### src/rtl/lcd_bus_pkg.sv
`timescale 1ns/1ps
package lcd_bus_pkg;

    localparam int BYTE_W = 8;
    localparam int NIB_W  = 4;

    typedef enum logic [2:0] {
        ST_IDLE,
        ST_SETUP,
        ST_HIGH,
        ST_HOLD,
        ST_GAP
    } bus_state_t;

    // clocks needed to cover a span given in nanoseconds
    function automatic int ns_to_cyc(input int ns, input int clk_ns);
        return (ns + clk_ns - 1) / clk_ns;
    endfunction

    function automatic int imax(input int a, input int b);
        return (a > b) ? a : b;
    endfunction

endpackage

### src/rtl/lcd_phase_timer.sv
`timescale 1ns/1ps
module lcd_phase_timer #(
    parameter int W = 8
) (
    input  logic         clk,
    input  logic         rst_n,
    input  logic         load,
    input  logic [W-1:0] load_val,
    output logic         done
);
    logic [W-1:0] cnt_q;

    always_ff @(posedge clk) begin
        if (!rst_n)
            cnt_q <= '0;
        else if (load)
            cnt_q <= load_val;
        else if (cnt_q != '0)
            cnt_q <= cnt_q - 1'b1;
    end

    assign done = (cnt_q == '0);
endmodule

### src/rtl/lcd_nibble_lane.sv
`timescale 1ns/1ps
module lcd_nibble_lane
    import lcd_bus_pkg::*;
(
    input  logic [BYTE_W-1:0] wr_byte,
    input  logic              nib_mode,
    input  logic              nib_idx,
    input  logic [BYTE_W-1:0] bus_in,
    input  logic [NIB_W-1:0]  hi_saved,
    output logic [BYTE_W-1:0] bus_drive,
    output logic [BYTE_W-1:0] rd_byte
);
    logic [NIB_W-1:0] nib_sel;

    always_comb begin
        nib_sel   = nib_idx ? wr_byte[NIB_W-1:0] : wr_byte[BYTE_W-1:NIB_W];
        bus_drive = nib_mode ? {nib_sel, {NIB_W{1'b0}}} : wr_byte;
        rd_byte   = nib_mode ? {hi_saved, bus_in[BYTE_W-1:NIB_W]} : bus_in;
    end
endmodule

### src/rtl/lcd_bus_master.sv
`timescale 1ns/1ps
module lcd_bus_master
    import lcd_bus_pkg::*;
#(
    parameter int CLK_NS     = 5,
    parameter int T_SU_NS    = 40,
    parameter int T_PW_NS    = 230,
    parameter int T_HOLD_NS  = 10,
    parameter int T_CYC_NS   = 500,
    parameter int T_RD_NS    = 120,
    parameter int POLL_LIMIT = 1000
) (
    input  logic              clk,
    input  logic              rst_n,
    input  logic              req_valid,
    input  logic              req_half,
    input  logic              req_rs,
    input  logic              req_rw,
    input  logic [BYTE_W-1:0] req_data,
    input  logic              req_nib,
    input  logic              req_poll,
    output logic              ready,
    output logic              ack,
    output logic [BYTE_W-1:0] rd_data,
    output logic              timeout_err,
    output logic              lcd_rs,
    output logic              lcd_rw,
    output logic              lcd_e1,
    output logic              lcd_e2,
    output logic [BYTE_W-1:0] lcd_db_out,
    input  logic [BYTE_W-1:0] lcd_db_in,
    output logic              lcd_db_oe
);
    localparam int SU_C   = imax(ns_to_cyc(T_SU_NS, CLK_NS), 1);
    localparam int PW_C   = imax(imax(ns_to_cyc(T_PW_NS, CLK_NS),
                                      ns_to_cyc(T_RD_NS, CLK_NS) + 1), 1);
    localparam int HOLD_C = imax(ns_to_cyc(T_HOLD_NS, CLK_NS), 1);
    localparam int GAP_C  = imax(imax(ns_to_cyc(T_PW_NS, CLK_NS) - HOLD_C - SU_C,
                                      ns_to_cyc(T_CYC_NS, CLK_NS) - SU_C - PW_C - HOLD_C), 1);
    localparam int TMAX   = imax(imax(SU_C, PW_C), imax(HOLD_C, GAP_C));
    localparam int TW     = $clog2(TMAX + 1);
    localparam int PCW    = $clog2(POLL_LIMIT + 1);

    bus_state_t state_q, state_d;
    logic              tmr_load, tmr_done;
    logic [TW-1:0]     tmr_val;

    logic              half_q, rs_q, rw_q, nib_q, nib_idx_q;
    logic              polling_q, go_write_q, end_q, ack_q, err_q;
    logic [BYTE_W-1:0] data_q, rd_q;
    logic [NIB_W-1:0]  hi_q;
    logic [PCW-1:0]    poll_cnt_q;

    logic              cur_rs, cur_rw, last_pulse, busy_seen, high_exit, gap_exit;
    logic [BYTE_W-1:0] drive_byte, rd_byte;

    lcd_phase_timer #(.W(TW)) u_timer (
        .clk      (clk),
        .rst_n    (rst_n),
        .load     (tmr_load),
        .load_val (tmr_val),
        .done     (tmr_done)
    );

    lcd_nibble_lane u_lane (
        .wr_byte   (data_q),
        .nib_mode  (nib_q),
        .nib_idx   (nib_idx_q),
        .bus_in    (lcd_db_in),
        .hi_saved  (hi_q),
        .bus_drive (drive_byte),
        .rd_byte   (rd_byte)
    );

    // state register
    always_ff @(posedge clk) begin
        if (!rst_n) state_q <= ST_IDLE;
        else        state_q <= state_d;
    end

    // next state and phase timer load
    always_comb begin
        state_d  = state_q;
        tmr_load = 1'b0;
        tmr_val  = '0;
        unique case (state_q)
            ST_IDLE:  if (req_valid) begin
                          state_d = ST_SETUP; tmr_load = 1'b1; tmr_val = TW'(SU_C - 1);
                      end
            ST_SETUP: if (tmr_done) begin
                          state_d = ST_HIGH;  tmr_load = 1'b1; tmr_val = TW'(PW_C - 1);
                      end
            ST_HIGH:  if (tmr_done) begin
                          state_d = ST_HOLD;  tmr_load = 1'b1; tmr_val = TW'(HOLD_C - 1);
                      end
            ST_HOLD:  if (tmr_done) begin
                          state_d = ST_GAP;   tmr_load = 1'b1; tmr_val = TW'(GAP_C - 1);
                      end
            ST_GAP:   if (tmr_done) begin
                          if (end_q) state_d = ST_IDLE;
                          else begin
                              state_d = ST_SETUP; tmr_load = 1'b1; tmr_val = TW'(SU_C - 1);
                          end
                      end
        endcase
    end

    assign last_pulse = !nib_q || nib_idx_q;
    assign busy_seen  = nib_q ? hi_q[NIB_W-1] : lcd_db_in[BYTE_W-1];
    assign high_exit  = (state_q == ST_HIGH) && tmr_done;
    assign gap_exit   = (state_q == ST_GAP) && tmr_done;

    // transfer context
    always_ff @(posedge clk) begin
        if (!rst_n) begin
            half_q <= 1'b0; rs_q <= 1'b0; rw_q <= 1'b0; nib_q <= 1'b0; nib_idx_q <= 1'b0;
            polling_q <= 1'b0; go_write_q <= 1'b0; end_q <= 1'b0; ack_q <= 1'b0;
            err_q <= 1'b0; data_q <= '0; rd_q <= '0; hi_q <= '0; poll_cnt_q <= '0;
        end else begin
            ack_q <= 1'b0;
            if (state_q == ST_IDLE && req_valid) begin
                half_q     <= req_half;
                rs_q       <= req_rs;
                rw_q       <= req_rw;
                data_q     <= req_data;
                nib_q      <= req_nib;
                nib_idx_q  <= 1'b0;
                polling_q  <= req_poll && !req_rw;
                go_write_q <= 1'b0;
                end_q      <= 1'b0;
                err_q      <= 1'b0;
                poll_cnt_q <= '0;
            end
            if (high_exit) begin
                if (!last_pulse) begin
                    hi_q <= lcd_db_in[BYTE_W-1:NIB_W];
                end else if (polling_q) begin
                    if (busy_seen) begin
                        poll_cnt_q <= poll_cnt_q + 1'b1;
                        if (poll_cnt_q == PCW'(POLL_LIMIT - 1)) begin
                            err_q <= 1'b1;
                            ack_q <= 1'b1;
                            end_q <= 1'b1;
                        end
                    end else begin
                        go_write_q <= 1'b1;
                    end
                end else begin
                    ack_q <= 1'b1;
                    end_q <= 1'b1;
                    if (rw_q) rd_q <= rd_byte;
                end
            end
            if (gap_exit) begin
                if (nib_q) nib_idx_q <= !nib_idx_q;
                if (go_write_q) begin
                    polling_q  <= 1'b0;
                    go_write_q <= 1'b0;
                end
            end
        end
    end

    // outputs
    always_comb begin
        cur_rs      = polling_q ? 1'b0 : rs_q;
        cur_rw      = polling_q ? 1'b1 : rw_q;
        lcd_rs      = cur_rs;
        lcd_rw      = cur_rw;
        lcd_e1      = (state_q == ST_HIGH) && !half_q;
        lcd_e2      = (state_q == ST_HIGH) && half_q;
        lcd_db_out  = drive_byte;
        lcd_db_oe   = !cur_rw && (state_q == ST_SETUP || state_q == ST_HIGH ||
                                  state_q == ST_HOLD);
        ready       = (state_q == ST_IDLE);
        ack         = ack_q;
        rd_data     = rd_q;
        timeout_err = err_q;
    end

    logic e_any;
    assign e_any = lcd_e1 || lcd_e2;

    assert_one_enable_R2: assert property (@(posedge clk) disable iff (!rst_n)
        !(lcd_e1 && lcd_e2));
    assert_ctrl_steady_high_R3: assert property (@(posedge clk) disable iff (!rst_n)
        (e_any && $past(e_any)) |-> ($stable(lcd_rs) && $stable(lcd_rw)));
    assert_ctrl_hold_R3: assert property (@(posedge clk) disable iff (!rst_n)
        $fell(e_any) |=> ($stable(lcd_rs) && $stable(lcd_rw)));
    assert_drive_write_only_R6: assert property (@(posedge clk) disable iff (!rst_n)
        lcd_db_oe |-> !lcd_rw);
    assert_data_hold_R4: assert property (@(posedge clk) disable iff (!rst_n)
        ($fell(e_any) && $past(lcd_db_oe)) |-> (lcd_db_oe && $stable(lcd_db_out)));
    assert_ack_single_R9: assert property (@(posedge clk) disable iff (!rst_n)
        ack |=> !ack);
    assert_ack_at_fall_R9: assert property (@(posedge clk) disable iff (!rst_n)
        ack |-> $fell(e_any));
endmodule

### config.mk
export PLATFORM = sky130hd
export DESIGN_NAME = lcd_bus_master
export DESIGN_NICKNAME = d
export VERILOG_FILES = /design/src/rtl/lcd_bus_pkg.sv /design/src/rtl/lcd_phase_timer.sv /design/src/rtl/lcd_nibble_lane.sv /design/src/rtl/lcd_bus_master.sv
export SDC_FILE = /design/constraint.sdc
export NUM_CORES = 1
export LEC_CHECK = 0
export ABC_AREA = 1
export BUFFER_PORTS_ARGS = -buffer_cell sky130_fd_sc_hd__buf_4
export CAP_MARGIN = 15
export CORE_ASPECT_RATIO = 1.1
export CORE_MARGIN = 2
export CORE_UTILIZATION = 30
export CTS_CLUSTER_DIAMETER = 80
export CTS_CLUSTER_SIZE = 25
export DETAILED_ROUTE_END_ITERATION = 8
export PLACE_DENSITY = 0.47
export REMOVE_ABC_BUFFERS = 1
export SLEW_MARGIN = 20
export SYNTH_ARGS = -nofsm -noshare
export SYNTH_HDL_FRONTEND = slang
export SYNTH_HIERARCHICAL = 1
export SYNTH_SLANG_ARGS = --single-unit
### constraint.sdc
create_clock -name clk -period 2.96 [get_ports clk]
set_clock_uncertainty 0.15 [all_clocks]
set_input_delay 0.592 -clock clk [delete_from_list [all_inputs] [get_ports clk]]
set_output_delay 0.592 -clock clk [all_outputs]
set_load 0.03 [all_outputs]
======== Word-level counts from Yosys, hierarchy flattened ========
Cells that the tools add are included.
storage, ports and cells
  flip-flop bits (word level) ............. 49
  bits of input ports ..................... 24
  output and inout bits ................... 24
  logic and storage cells ................. 114
cells by class
  $add $sub $neg .......................... 2
  equal/unequal tests ..................... 10
  muxes and demuxes ....................... 60
  bitwise logic cells ..................... 2
  reduce and logical (&&, ||, !) cells .... 24
operators with widths
  kind                                              count
  2-to-1 mux 10 bit                                 5
  2-to-1 mux 1 bit                                  37
  case mux 6 bit (5 select lines)                   1
  2-to-1 mux 3 bit                                  8
  2-to-1 mux 6 bit                                  4
  2-to-1 mux 8 bit                                  2
  case mux 3 bit (5 select lines)                   1
  adder 10 x 1 -> 10 bit, second input constant     1
  == test 10 bit, second input constant             1
  != test 2 bit, second input constant              5
  logical AND 1 bit                                 7
  == test 3 x 2 -> 1 bit, second input constant     2
  zero test 6 bit                                   1
  nonzero test 6 bit                                1
  subtractor 6 x 1 -> 6 bit, second input constant  1
  zero test 1 bit                                   5
  AND reduction 5 bit                               1
  2-to-1 mux 4 bit                                  1
  AND reduction 4 bit                               1
  == test 3 x 1 -> 1 bit, second input constant     1
  == test 3 bit, second input constant              1
  zero test 3 bit                                   1
  logical OR 1 bit                                  3
  case mux 1 bit (3 select lines)                   1
  5 further kinds                                   6

======== Logic depth before layout (Yosys ltp) ========
  depth in word-level cells ............... 9
  mapped depth ............................ 14
  mapped depth without buffers ............ 13

======== By module ========
Netlist, hierarchy kept.
by module, submodules not included
  module           instances  cells an instance  area each (um2)  sequential area each (um2)
  lcd_bus_master   1          291                1990.7           860.8
  lcd_phase_timer  1          61                 402.9            120.1
  lcd_nibble_lane  1          47                 206.4            0.0

======== Worst setup path after synthesis ========
No wires, ideal clock.
  kind .................................... reg2reg
  start point ............................. reg u_timer.cnt_q[0]
  end point ............................... reg u_timer.cnt_q[0]
  arrival time ............................ 1.856 ns
  data required time ...................... 2.740 ns
  path slack .............................. 0.884 ns
  cell stages (with the launch flop) ...... 15
  period minus slack after synthesis ...... 2.076 ns
  path through ............................ dfxtp_1 inv_1 ha_1 nand3_1 inv_1 inv_1 nor2_4 nor2_1 nand4_1 buf_6 inv_2 nand4_4 clkinv_1 nand2_1 a21oi_1
between the ends
  cells in the longest elaborated chain, start to end .. 4
  elaborated cells between the ends (all ways) .. 14
  classes of those cells .................. 1 x add/sub; 10 x mux; 3 x reduce/logical
RTL lines
  item                                                           RTL line               RTL
  start, declared                                                lcd_phase_timer.sv:11  logic [W-1:0] cnt_q;
  start signal, assigned                                         lcd_phase_timer.sv:17  cnt_q <= load_val;
  start signal, assigned                                         lcd_phase_timer.sv:19  cnt_q <= cnt_q - 1'b1;
  zero test 6 bit (*)                                            lcd_phase_timer.sv:22  assign done = (cnt_q == '0);
  net tmr_done                                                   lcd_bus_master.sv:45   logic tmr_load, tmr_done;
  2-to-1 mux 1 bit (on tied branches)                            --
  case mux 1 bit (3 select lines) (*)                            lcd_bus_master.sv:86   unique case (state_q)
  net tmr_load                                                   lcd_bus_master.sv:45
  2-to-1 mux 6 bit / nonzero test 2 bit (equally long branches)  --
Mark *: on every way through the listed nets, which the timed path passes. The rest lies on a longest branch. The select of a mux whose other input is x is not followed.
A chain may end at the register's enable or synchronous reset.

======== Final worst setup path ========
Ends and elaborated chain as after synthesis.

==> results.py <==
metrics = {
    "status": {
        "outcome": "finished, final reports clean",
    },
    "cts": {
        "clk_path_buf_depth": 2,
        "holdBufCountCts": 0,
        "clk_latency_ns": 0.30,
        "post-cts-setup-buffers": 0,
        "path_clk_slew_ns": 0.09,
        "htreeDepth": 2,
        "cts_tree": "yes",
        "clock-root-buffer": "clkbuf_8",
        "cts_sinks": 49,
        "cts_buffers": 5,
        "cts_resized": 0,
    },
    "routing": {
        "top_layer_used": "met4",
        "wl_met3_um": 169,
        "viasPerCell": 4.600,
        "dr.pass1.iters": 4,
        "postRouteWirelength_um": 6494,
        "first_iter_violations": 97,
        "drc": 0,
        "vias": 2562,
        "routedWlPerCell_um": 11.66,
        "antenna_left": 0,
        "wl_met1_um": 3085,
        "routed-wl-met2_um": 3161,
    },
    "timing": {
        "setup_tns_ns": 0,
        "setup_violations": 0,
        "final_hold_viol_count": 0,
        "setup_slack_ns": 0.4931,
        "min_period_ns": 2.467,
        "finalCritPeriodShare_pct": 83.34,
        "grt_setup_unrepaired": "false",
        "drv_slew": 0,
        "worstMarginPinSlew_ns": 0.6389,
        "clock.fmax_mhz": 405.4,
        "slew-limit-headroom_pct": 57.25,
    },
    "hold_path": {
        "hold_class": "flop to flop",
        "hp-start": "rs_q",
    },
    "pwr": {
        "power.density_nw_per_um2": 692.8,
        "p_seq_share_pct": 37.5,
        "clkPwrFrac_pct": 18.6,
        "internal_power_uw": 1231,
        "peakVddDrop_mv": 0.1944,
        "p_comb_share_pct": 43.9,
        "switching_share_pct": 43.32,
        "p_sw_uw": 940.6,
        "leakage_uw": 0.001352,
    },
    "die": {
        "die-area_um2": 9428,
        "die_width_um": 92.76,
        "die_h_um": 101.6,
        "coreArea_um2": 8408,
        "rows": 35,
        "start_util_pct": 30.92,
        "io_pins": 48,
    },
    "yosys": {
        "synth_area_um2": 2600,
        "synth_commonest_cells": "nand2_1, nor2_1, dfxtp_1, inv_1, a21oi_1",
        "synth_edf_count": 0,
        "synthAdderAreaFrac_pct": 1.444,
        "async_flop_share_pct": 0,
        "synth_top_family_by_area": "simple AND/OR/NAND/NOR gates",
        "ys_warn_count": 6,
        "synth_area_leader_cell": "dfxtp_1",
        "ys_seq_area_share_pct": 37.73,
        "synthSimpleGateAreaFrac_pct": 37.05,
        "synth_cells": 399,
        "ys_seq_elements": 49,
        "synthFlopType": "dfxtp_1",
        "ys_top_cells_by_area": "dfxtp_1, nand2_1, a21oi_1",
        "synth_top_area_share_pct": 37.73,
        "synth_area_per_cell_um2": 6.516,
        "synth_cell_type_count": 29,
        "synth-xor-area-share_pct": 0.3369,
        "synthMuxAreaShare_pct": 0,
        "synth_compound_area_share_pct": 13.67,
        "synth_most_common_cell": "nand2_1",
    },
    "final_layout": {
        "drive_gt1_share_pct": 15.92,
        "fin_area_um2": 3134,
        "n_antenna_cell": 0,
        "fill_cells": 940,
        "syn2layout_area_growth_pct": 20.55,
        "num-nets-final": 472,
    },
    "grt": {
        "antenna_found_initial": 0,
        "grt_overflow": 0,
        "grtUsageTotal_pct": 14.47,
        "grt_max_degree": 23,
        "grt_pass1_vias": 2386,
        "grt_pass1_wl_um": 11210,
    },
    "worst_setup_path": {
        "cpMaxStageDelayCell": "dfxtp_1",
        "cp-end-kind": "flop",
        "cp.required_ns": 3.05,
        "crit_arrival_ns": 2.56,
        "startpoint_type": "flop",
        "cpMostUsedCell": "inv_1",
        "path_max_fanout": 9,
        "path_class": "flop to flop",
        "crit_chain": "inv_1 -> ha_1 -> nand3_1 -> inv_1 -> inv_1 -> nor3_1 -> nor2_1 -> nand4_1 -> inv_2 -> nand4_4 -> clkinv_1 -> nand2_1 -> a21oi_1",
        "startpoint": "u_timer/cnt_q[0]",
        "r2r_start": "u_timer/cnt_q[0]",
        "critPathMaxStageDelay_ns": 0.35,
    },
    "place": {
        "placed_cell_area_um2": 3048,
        "port_buffers": 47,
        "hpwlAfterDp_um": 4726,
        "post-place-ws_ns": 0.5185,
        "routabilityCongestion": 0.8137,
    },
    "job": {
        "max_cap_viol_count": 0,
    },
}
==> power groups by stage <==
| stage | clock network [µW] | registers [µW] | logic (µW) |
|---|---|---|---|
| after global placement | 0 | 829 | 964 |
| final | 404 | 814 | 953 |
| after global routing | 449 | 828 | 1080 |
| after detailed placement | 0 | 830 | 959 |
| after floorplan | 0 | 823 | 691 |
| after CTS | 425 | 815 | 961 |
==> layer usage <==
layer / global-route usage [%] / vias up
met4: 4.072 / 0
li1: - / 1374
met1: 18.65 / 1154
met2: 25.14 / 28
met3: 2.307 / 6
met5: 0 / -
==> through the flow <==
| step | util [%] | hold WS [ns] | cells | total power [µW] |
|---|---|---|---|---|
| floorplan | - | 0.2797 | 387 | 1514 |
| global placement | 36.25 | 0.2872 | 549 | 1793 |
| detailed placement | 36.25 | 0.2968 | 549 | 1789 |
| CTS | 37.28 | 0.3112 | 557 | 2201 |
| global route | 37.28 | 0.3416 | 557 | 2359 |
| finish | 37.28 | 0.3090 | 557 | 2172 |
==> registers in the layout, indices dropped and copies added, names as in the netlist <==
name,count
go_write_q,1
nib_q,1
rs_q,1
poll_cnt_q,10
timeout_err,1
rw_q,1
rd_data,8
u_timer/cnt_q,6
end_q,1
ack,1
half_q,1
hi_q,4
polling_q,1
data_q,8
nib_idx_q,1
state_q,3
==> worst max-delay path: cells and delay by family, from the launching register on <==
family	cells	cell delay [ns]
adder cells (fa/ha/maj)	1	0.25
AO/OA/AOI/OAI	1	0.11
AND/OR/NAND/NOR	6	0.88
flip-flops	1	0.35
buffers and inverters	5	0.68
==> cell families after synthesis <==
family | count (synthesis)
xor gates and xnor gates | 1
DFF | 49
AOI/OAI and AO/OA | 69
and+or+nand+nor | 217
adders and majority gates | 3
other | 1
buffers and inverters | 59
==> cell type report <==
type                       instances  area (µm²)  share of cell area [%]
tap                              111       138.9                   4.431
multi-input combinational        291        1369                   43.67
sequential                        49       980.9                   31.30
timing repair buffer              51       382.9                   12.22
inverter                          47       176.4                   5.629
clock buffer                       6       72.57                   2.315
clock inverter                     2       13.76                  0.4391
==> path summary, 6_finish.rpt <==
check | to | cells past startpoint | slack, ns
worst max-delay path | u_timer/cnt_q[0] | 13 | 0.49
worst min-delay path | rs_q | 2 | 0.31
worst max register to register | u_timer/cnt_q[0] | 13 | 0.49
worst min register to register | rs_q | 2 | 0.31
==> layout by cell type (no fill, tap or decap), types with 3 or more instances in the layout <==
master and count:
nor3_1 4, inv_2 3, dfxtp_1 49, nand4_1 6, o21ai_0 22, nor2_1 54
inv_1 43, clkbuf_8 5, buf_4 51, nand3b_1 3, ha_1 3, nand3_1 36
a21oi_1 42, nand2_1 102, nor2_4 4
Note: power is estimated with default switching activity, not from simulation.
